--- config.mk ---
export PLATFORM = sky130hd
export DESIGN_NAME = xmem_strobe_gen
export DESIGN_NICKNAME = d
export VERILOG_FILES = /design/src/rtl/xs_pkg.sv /design/src/rtl/xs_decode.sv /design/src/rtl/xs_seq.sv /design/src/rtl/xs_strobe.sv /design/src/rtl/xmem_strobe_gen.sv
export SDC_FILE = /design/constraint.sdc
export NUM_CORES = 1
export LEC_CHECK = 0
export BUFFER_PORTS_ARGS = -buffer_cell sky130_fd_sc_hd__buf_4
export CAP_MARGIN = 10
export CELL_PAD_IN_SITES_DETAIL_PLACEMENT = 0
export CELL_PAD_IN_SITES_GLOBAL_PLACEMENT = 1
export CORE_ASPECT_RATIO = 1.2
export CORE_UTILIZATION = 43
export CTS_CLUSTER_SIZE = 12
export DETAILED_ROUTE_END_ITERATION = 8
export PLACE_DENSITY_LB_ADDON = 0.1
export SETUP_SLACK_MARGIN = 0.4
export SLEW_MARGIN = 20
export SYNTH_ARGS = -nofsm -noshare
export SYNTH_HDL_FRONTEND = slang
export SYNTH_SLANG_ARGS = --single-unit
--- constraint.sdc ---
create_clock -name clk_i -period 1.75 [get_ports clk_i]
set_input_delay 0 -clock clk_i [delete_from_list [all_inputs] [get_ports clk_i]]
set_output_delay 0 -clock clk_i [all_outputs]
set_load 0.05 [all_outputs]
--- src/rtl/xs_pkg.sv ---
package xs_pkg;
  localparam int LEN_W = 4;
  typedef logic [LEN_W-1:0] len_t;
  typedef enum logic {DIR_RD = 1'b0, DIR_WR = 1'b1} dir_e;
endpackage

--- src/rtl/xs_decode.sv ---
module xs_decode
  import xs_pkg::*;
#(
  parameter int UNIT_CLKS = 4,
  parameter int WID_W     = 5
) (
  input  logic [2:0]       stretch_i,
  input  logic             internal_i,
  output len_t             len_o,
  output logic [WID_W-1:0] width_o
);
  logic [2:0] eff;
  int         wtmp;

  assign eff = internal_i ? 3'd0 : stretch_i;

  // cycle count jumps by 4 between settings 3 and 4
  always_comb begin
    if (eff[2]) len_o = len_t'(eff) + len_t'(5);
    else        len_o = len_t'(eff) + len_t'(2);
  end

  always_comb begin
    if (eff == 3'd0) wtmp = UNIT_CLKS / 2;
    else             wtmp = int'(eff) * UNIT_CLKS;
    width_o = WID_W'(wtmp);
  end
endmodule

--- src/rtl/xs_seq.sv ---
module xs_seq
  import xs_pkg::*;
(
  input  logic clk_i,
  input  logic rst_ni,
  input  logic tick_i,
  input  logic req_i,
  input  len_t len_i,
  output logic start_o,
  output logic final_o,
  output logic busy_o,
  output logic done_o
);
  logic busy_q, done_q;
  len_t cnt_q, len_q;

  assign start_o = tick_i & req_i & ~busy_q & ~done_q;
  assign final_o = busy_q & tick_i & (cnt_q == len_q - len_t'(2));

  always_ff @(posedge clk_i or negedge rst_ni) begin
    if (!rst_ni) begin
      busy_q <= 1'b0;
      done_q <= 1'b0;
      cnt_q  <= '0;
      len_q  <= len_t'(2);
    end else begin
      done_q <= final_o;
      if (start_o) begin
        busy_q <= 1'b1;
        cnt_q  <= '0;
        len_q  <= len_i;
      end else if (busy_q && tick_i) begin
        cnt_q <= cnt_q + len_t'(1);
        if (cnt_q == len_q - len_t'(1)) busy_q <= 1'b0;
      end
    end
  end

  assign busy_o = busy_q;
  assign done_o = done_q;
endmodule

--- src/rtl/xs_strobe.sv ---
module xs_strobe
  import xs_pkg::*;
#(
  parameter int WID_W = 5
) (
  input  logic             clk_i,
  input  logic             rst_ni,
  input  logic             start_i,
  input  logic             ext_i,
  input  dir_e             dir_i,
  input  logic [WID_W-1:0] width_i,
  input  logic             kill_i,
  output logic             rd_no,
  output logic             wr_no
);
  logic             on_q;
  dir_e             dir_q;
  logic [WID_W-1:0] rem_q;

  always_ff @(posedge clk_i or negedge rst_ni) begin
    if (!rst_ni) begin
      on_q  <= 1'b0;
      dir_q <= DIR_RD;
      rem_q <= '0;
    end else if (start_i) begin
      on_q  <= ext_i;
      dir_q <= dir_i;
      rem_q <= width_i;
    end else if (on_q) begin
      rem_q <= rem_q - WID_W'(1);
      if (kill_i || rem_q == WID_W'(1)) on_q <= 1'b0;
    end
  end

  assign rd_no = ~(on_q & (dir_q == DIR_RD));
  assign wr_no = ~(on_q & (dir_q == DIR_WR));
endmodule

--- src/rtl/xmem_strobe_gen.sv ---
module xmem_strobe_gen
  import xs_pkg::*;
#(
  parameter int UNIT_CLKS = 4
) (
  input  logic       clk_i,
  input  logic       rst_ni,
  input  logic       mc_tick_i,
  input  logic       req_i,
  input  logic       wr_i,
  input  logic       int_tgt_i,
  input  logic [2:0] stretch_i,
  input  logic       stretch_we_i,
  output logic       rd_no,
  output logic       wr_no,
  output logic       busy_o,
  output logic       done_o
);
  localparam int WID_W = $clog2(7 * UNIT_CLKS + 1);

  logic [2:0]       stretch_q;
  logic             int_q;
  len_t             len;
  logic [WID_W-1:0] width;
  logic             start, final_c;
  dir_e             dir;

  assign dir = wr_i ? DIR_WR : DIR_RD;

  always_ff @(posedge clk_i or negedge rst_ni) begin
    if (!rst_ni)           stretch_q <= 3'd1;
    else if (stretch_we_i) stretch_q <= stretch_i;
  end

  always_ff @(posedge clk_i or negedge rst_ni) begin
    if (!rst_ni)    int_q <= 1'b0;
    else if (start) int_q <= int_tgt_i;
  end

  xs_decode #(.UNIT_CLKS(UNIT_CLKS), .WID_W(WID_W)) u_dec (
    .stretch_i (stretch_q),
    .internal_i(int_tgt_i),
    .len_o     (len),
    .width_o   (width)
  );

  xs_seq u_seq (
    .clk_i  (clk_i),
    .rst_ni (rst_ni),
    .tick_i (mc_tick_i),
    .req_i  (req_i),
    .len_i  (len),
    .start_o(start),
    .final_o(final_c),
    .busy_o (busy_o),
    .done_o (done_o)
  );

  xs_strobe #(.WID_W(WID_W)) u_stb (
    .clk_i  (clk_i),
    .rst_ni (rst_ni),
    .start_i(start),
    .ext_i  (~int_tgt_i),
    .dir_i  (dir),
    .width_i(width),
    .kill_i (final_c),
    .rd_no  (rd_no),
    .wr_no  (wr_no)
  );
endmodule

Word-level counts from Yosys, hierarchy flattened
Index checks and enable logic that the tools add are counted.
- register bits after elaboration: 20
- latch bits: 0
- bits in writable memories: 0
- memory bits (read-only): 0
- input port bits: 10
- logic and storage cells: 51
- memories kept: 0
- add/sub/neg operators: 6
- multipliers: 0
- div/mod/pow operators: 0
- order comparisons: 0
- equal/unequal tests: 3
- shift-type cells: 0
- multiplexer cells: 14
- bitwise logic cells: 13
- reduce and logical (&&, ||, !) cells: 7
- operators with widths (kind ; count):
    5-bit 2-to-1 mux ; 3
    4-bit 2-to-1 mux ; 3
    4-bit equality test ; 2
    1-bit AND ; 7
    1-bit 2-to-1 mux ; 7
    1-bit NOT ; 6
    2-bit nonzero test ; 3
    5-bit by 1-bit equality test with 1-bit output, second input constant ; 1
    5-bit by 1-bit subtractor with 5-bit output, second input constant ; 1
    3-bit by 2-bit adder with 4-bit output, second input constant ; 1
    3-bit by 3-bit adder with 4-bit output, second input constant ; 1
    4-bit by 1-bit adder with 4-bit output, second input constant ; 1
    4-bit by 1-bit subtractor with 4-bit output, second input constant ; 1
    4-bit by 2-bit subtractor with 4-bit output, second input constant ; 1
    3-bit logical NOT ; 1
    3-bit 2-to-1 mux ; 1
    2-bit AND reduction ; 1
    1-bit logical AND ; 1
    1-bit logical OR ; 1

Logic depth before layout (Yosys ltp)
- depth in word-level cells: 7
- mapped depth: 6
- depth with buffers taken out: 6

By module
Synthesis repeated with hierarchy kept, for this count alone.
- cell total of the unflattened synthesis: 113
- area, all modules: 1164.9 um^2
- modules (own cells, without submodules) (module ; instances ; cells each ; area an instance (um^2) ; seq. area each (um^2)):
    xs_seq ; 1 ; 54 ; 560.5 ; 251.5
    xs_strobe ; 1 ; 38 ; 397.9 ; 175.2
    xmem_strobe_gen ; 1 ; 7 ; 113.9 ; 76.3
    xs_decode ; 1 ; 14 ; 92.6 ; 0.0

Worst setup path before layout
Ideal clock, no wire load.
- path kind: reg-to-reg
- from: reg u_seq.len_q[1]
- to: reg u_stb.on_q
- library setup time: 0.133 ns
- data arrival time: 1.358 ns
- slack: 0.259 ns
- cell stages (with the launch flop): 6
- buffers on the path: 0
- path through: dfstp_2 inv_1 ha_1 xnor2_1 nor4_2 o22ai_1
- word-level cells in the longest chain between the ends: 7
- RTL lines (item ; RTL line ; text):
    start, declared ; xs_seq.sv:15 ; len_t cnt_q, len_q;
    start signal, assigned ; xs_seq.sv:25 ; len_q <= len_t'(2);
    start signal, assigned ; xs_seq.sv:31 ; len_q <= len_i;
    4-bit by 2-bit subtractor with 4-bit output ; xs_seq.sv:18 ; assign final_o = busy_q & tick_i & (cnt_q == len_q - len_t'(2));
    4-bit equality test ; xs_seq.sv:18 ;
    1-bit AND ; xs_seq.sv:18 ;
    net final_c ; xmem_strobe_gen.sv:25 ; logic start, final_c;
    1-bit logical OR ; xs_strobe.sv:31 ; if (kill_i || rem_q == WID_W'(1)) on_q <= 1'b0;
    1-bit 2-to-1 mux ; xs_strobe.sv:31 ;
    1-bit 2-to-1 mux ; xs_strobe.sv:29 ; end else if (on_q) begin
    1-bit 2-to-1 mux ; xs_strobe.sv:25 ; end else if (start_i) begin
    end signal, assigned ; xs_strobe.sv:26 ; on_q <= ext_i;
    end, declared ; xs_strobe.sv:16 ; logic on_q;
The timed path passes the listed nets, and every way through them passes these cells.
A chain may end at the register's enable or synchronous reset.

Worst setup path in the final report
Same ends and word-level chain as after synthesis.

==> implementation parameters <==
Parameter                              Value

Drt
  Total number of vias    851
  Avg WL per Cell    13.4 microns
  Sum of routed wire segments on met1    992 microns
  Number of detailed-routing iterations run before antenna repair    4
  Detailed-route wire length    2270 microns
  Highest Signal Layer    met4
  Initial drt markers    9
  ANT nets after route    0
  DR WL met2    1200 microns
  Met3 WL post-DR    46 microns
  Via density per instance    5.01
  DRC violations left    0

Synthesis
  Synthesized area per cell    10.1 sq um
  Sequential element share of the synthesized area    0.447
  Synth Instances    111
  Count of synthesis-stage warnings from yosys    0
  Number of enable flip-flop cells after synthesis    0
  Dominant register cell in the synthesized netlist    sky130_fd_sc_hd__dfrtp_1
  Fraction of synthesis flops using an asynchronous set or reset pin    1.00
  Cell types with the largest area share after synthesis    sky130_fd_sc_hd__dfrtp_1, sky130_fd_sc_hd__ha_1, sky130_fd_sc_hd__xor2_1
  FF+latch count, synth    20
  Post-synthesis cell type count    30
  Netlist area before placement    1130 sq um
  Dominant cell type by area after synthesis    sky130_fd_sc_hd__dfrtp_1
  Total nets after synthesis    129
  Share of the synthesized area in the top cell type    0.400

Placement
  Post-detailed-placement cell area    1290 sq um
  DPL Wire Length    1600 microns
  Post-Place Setup Slack    265 ps
  Buffers on Ports    13
  Final weighted congestion in routability-driven placement    0.731

Timing
  Least-Margin Pin Slew    316 ps
  Portion of the clock cycle consumed by the worst path in the final layout    0.844
  Final critical delay including setup and external delays    1480 ps
  Worst-case headroom to the max-slew limit    0.789
  Worst setup slack after layout    273 ps
  Layout Skew    6.12 ps
  Max-slew violations    0
  Fin Hold WS    96.9 ps
  Peak clock frequency supported by timing    677 MHz
  Setup-failing EPs final    0
  Post-route setup TNS    0 ps
  Setup repair after global routing missed its margin    yes
  Hold Violations, Final    0

Outcome
  Result of the run    finished, final reports clean

Hold path
  Class of the worst hold path    in -> async

Setup path
  Worst setup path class    reg -> reg
  Critical Path Source Type    flip-flop
  CP Data Arrival Time    1670 ps
  Required time of the critical path    1940 ps
  Reg2Reg Setup Slack    270 ps
  Critical Path Sink Type    flip-flop
  Critical path peak fanout    4

Die
  Count of boundary I/O pins    14
  Die Y-Extent    58.1 microns
  Starting density of the core    0.474
  Die X    48.7 microns
  Die area    2830 sq um
  Floorplan Core Area    2380 sq um
  Cell Rows    19

CTS
  Clock tree from TritonCTS    yes
  Root buf cell    sky130_fd_sc_hd__clkbuf_4
  Worst-Skew Late Latency    310 ps
  Clock slew at the register clock pins of the worst setup and hold paths    120 ps
  Number of buffers created by CTS    3
  Clock sink count    20
  CTS max path bufs    2
  Number of H-tree levels    1

Final layout
  Area delta synth->final    31.3%
  Number of fill cells in the layout    217
  Final std cell area, no fill    1480 sq um
  Fraction of final layout cells sized beyond drive strength 1    0.288
  Net count, final    158
  Number of diodes    0

GRT
  Maximum number of pins on one net before global-route repair    21
  Initial antenna violation count    0
  Via count of the first global-routing pass    899
  Total grt overflow    0
  First-pass GRT wire length    3830 microns
  GRT Util Overall    0.182

Power and ir drop
  Largest voltage drop on the vdd net    0.842 mV
  Total chip power    2.42 mW
  Pwr dens    1630 nW/um^2
  Pleak    0.677 nW

Job
  Count of maximum capacitance violations    0
power breakdown:
part / switching (mW) / internal [mW]
clock network: 0.151 / 0.232
logic: 0.597 / 0.532
registers: 0.243 / 0.663
total: 0.990 / 1.43
Yosys cell counts (2+ instances only):
cell and number:
sky130_fd_sc_hd__nand2b_1 4, sky130_fd_sc_hd__dfstp_2 2, sky130_fd_sc_hd__o21ai_0 3, sky130_fd_sc_hd__a21oi_1 4, sky130_fd_sc_hd__xor2_1 8, sky130_fd_sc_hd__ha_1 8
sky130_fd_sc_hd__mux2_2 4, sky130_fd_sc_hd__nand2_1 11, sky130_fd_sc_hd__dfrtp_1 18, sky130_fd_sc_hd__xnor2_1 6, sky130_fd_sc_hd__buf_2 2, sky130_fd_sc_hd__a22o_1 2
sky130_fd_sc_hd__nor2_1 7, sky130_fd_sc_hd__nand3_1 7, sky130_fd_sc_hd__o21ai_1 4, sky130_fd_sc_hd__inv_1 7
final cells by class:
class	instances	area, sq um	area share
Clock buffer	3	22.5	0.0152
Clock inverter	1	30.0	0.0203
Inverter	7	28.8	0.0195
Multi-Input combinational cell	81	629	0.426
Sequential cell	20	504	0.341
Tap cell	31	38.8	0.0262
Timing Repair Buffer	27	225	0.152
metal layers:
metal,GRT usage,vias up
met5,0,-
met4,0.0840,0
met3,0.0315,4
met2,0.349,11
met1,0.194,405
li1,-,431
critical path, cell delays in order, from the launching register on:
cell,delay (ps)
sky130_fd_sc_hd__dfstp_2,570
sky130_fd_sc_hd__inv_4,60
sky130_fd_sc_hd__ha_4,210
sky130_fd_sc_hd__xnor2_1,120
sky130_fd_sc_hd__nor4_2,290
sky130_fd_sc_hd__o22ai_1,110
state kept, by name (all words and copies together) (netlist names):
name / cells
u_seq.busy_o: 1
u_stb.dir_q: 1
u_seq.cnt_q: 4
u_stb.on_q: 1
u_seq.len_q: 4
u_seq.done_o: 1
u_stb.rem_q: 5
stretch_q: 3
placed cells by master, fill, tap and decap left out, types with 4 or more instances in the layout:
cell / netlist / final
sky130_fd_sc_hd__buf_4: 1 / 18
sky130_fd_sc_hd__dfrtp_1: 18 / 17
sky130_fd_sc_hd__nand2_1: 11 / 11
sky130_fd_sc_hd__dlygate4sd3_1: 0 / 9
sky130_fd_sc_hd__xor2_1: 8 / 8
sky130_fd_sc_hd__nor2_1: 7 / 7
sky130_fd_sc_hd__nand3_1: 7 / 7
sky130_fd_sc_hd__inv_1: 7 / 6
sky130_fd_sc_hd__xnor2_1: 6 / 6
sky130_fd_sc_hd__ha_1: 8 / 5
sky130_fd_sc_hd__nand2b_1: 4 / 4
sky130_fd_sc_hd__a21oi_1: 4 / 4
sky130_fd_sc_hd__mux2_2: 4 / 4
sky130_fd_sc_hd__o21ai_1: 4 / 4
final timing paths:
check                            endpoint  depth (start not counted)           start
max reg2reg                    u_stb.on_q                          5  u_seq.len_q[1]
min                        u_seq.cnt_q[1]                          2          rst_ni
max in group asynchronous  u_seq.len_q[1]                          2          rst_ni
max                            u_stb.on_q                          5  u_seq.len_q[1]
min reg2reg                   u_stb.dir_q                          2     u_stb.dir_q
min in group clk_i         u_stb.rem_q[2]                          4           req_i
per-stage QoR:
stage | std cells | utilization
2_1_floorplan | 111 | -
3_5_place_dp | 153 | 0.544
4_1_cts | 168 | 0.611
6_report | 170 | 0.622
3_3_place_gp | 153 | 0.544
5_1_grt | 170 | 0.622
repair_timing:
item | in CTS | in global routing
endpoints found under the hold margin | 26 | 0
buffers inserted | 2 | 2
resized for setup | 1 | 2
endpoints found under the setup margin | 4 | 5
hold buffers | 9 | 0
pin swaps | 2 | 0
cell families (layout without fill, tap and decap cells):
group,after synthesis,count (layout),share of synthesized area
adders and majority gates,8,8,0.0889
and+or+nand+nor,38,38,0.179
AOI/OAI and AO/OA,16,16,0.0833
muxes,4,4,0.0400
xor gates and xnor gates,15,15,0.123
buffers and inverters,10,38,0.0389
DFF,20,20,0.447
Note: power is estimated with default switching activity, not from simulation.
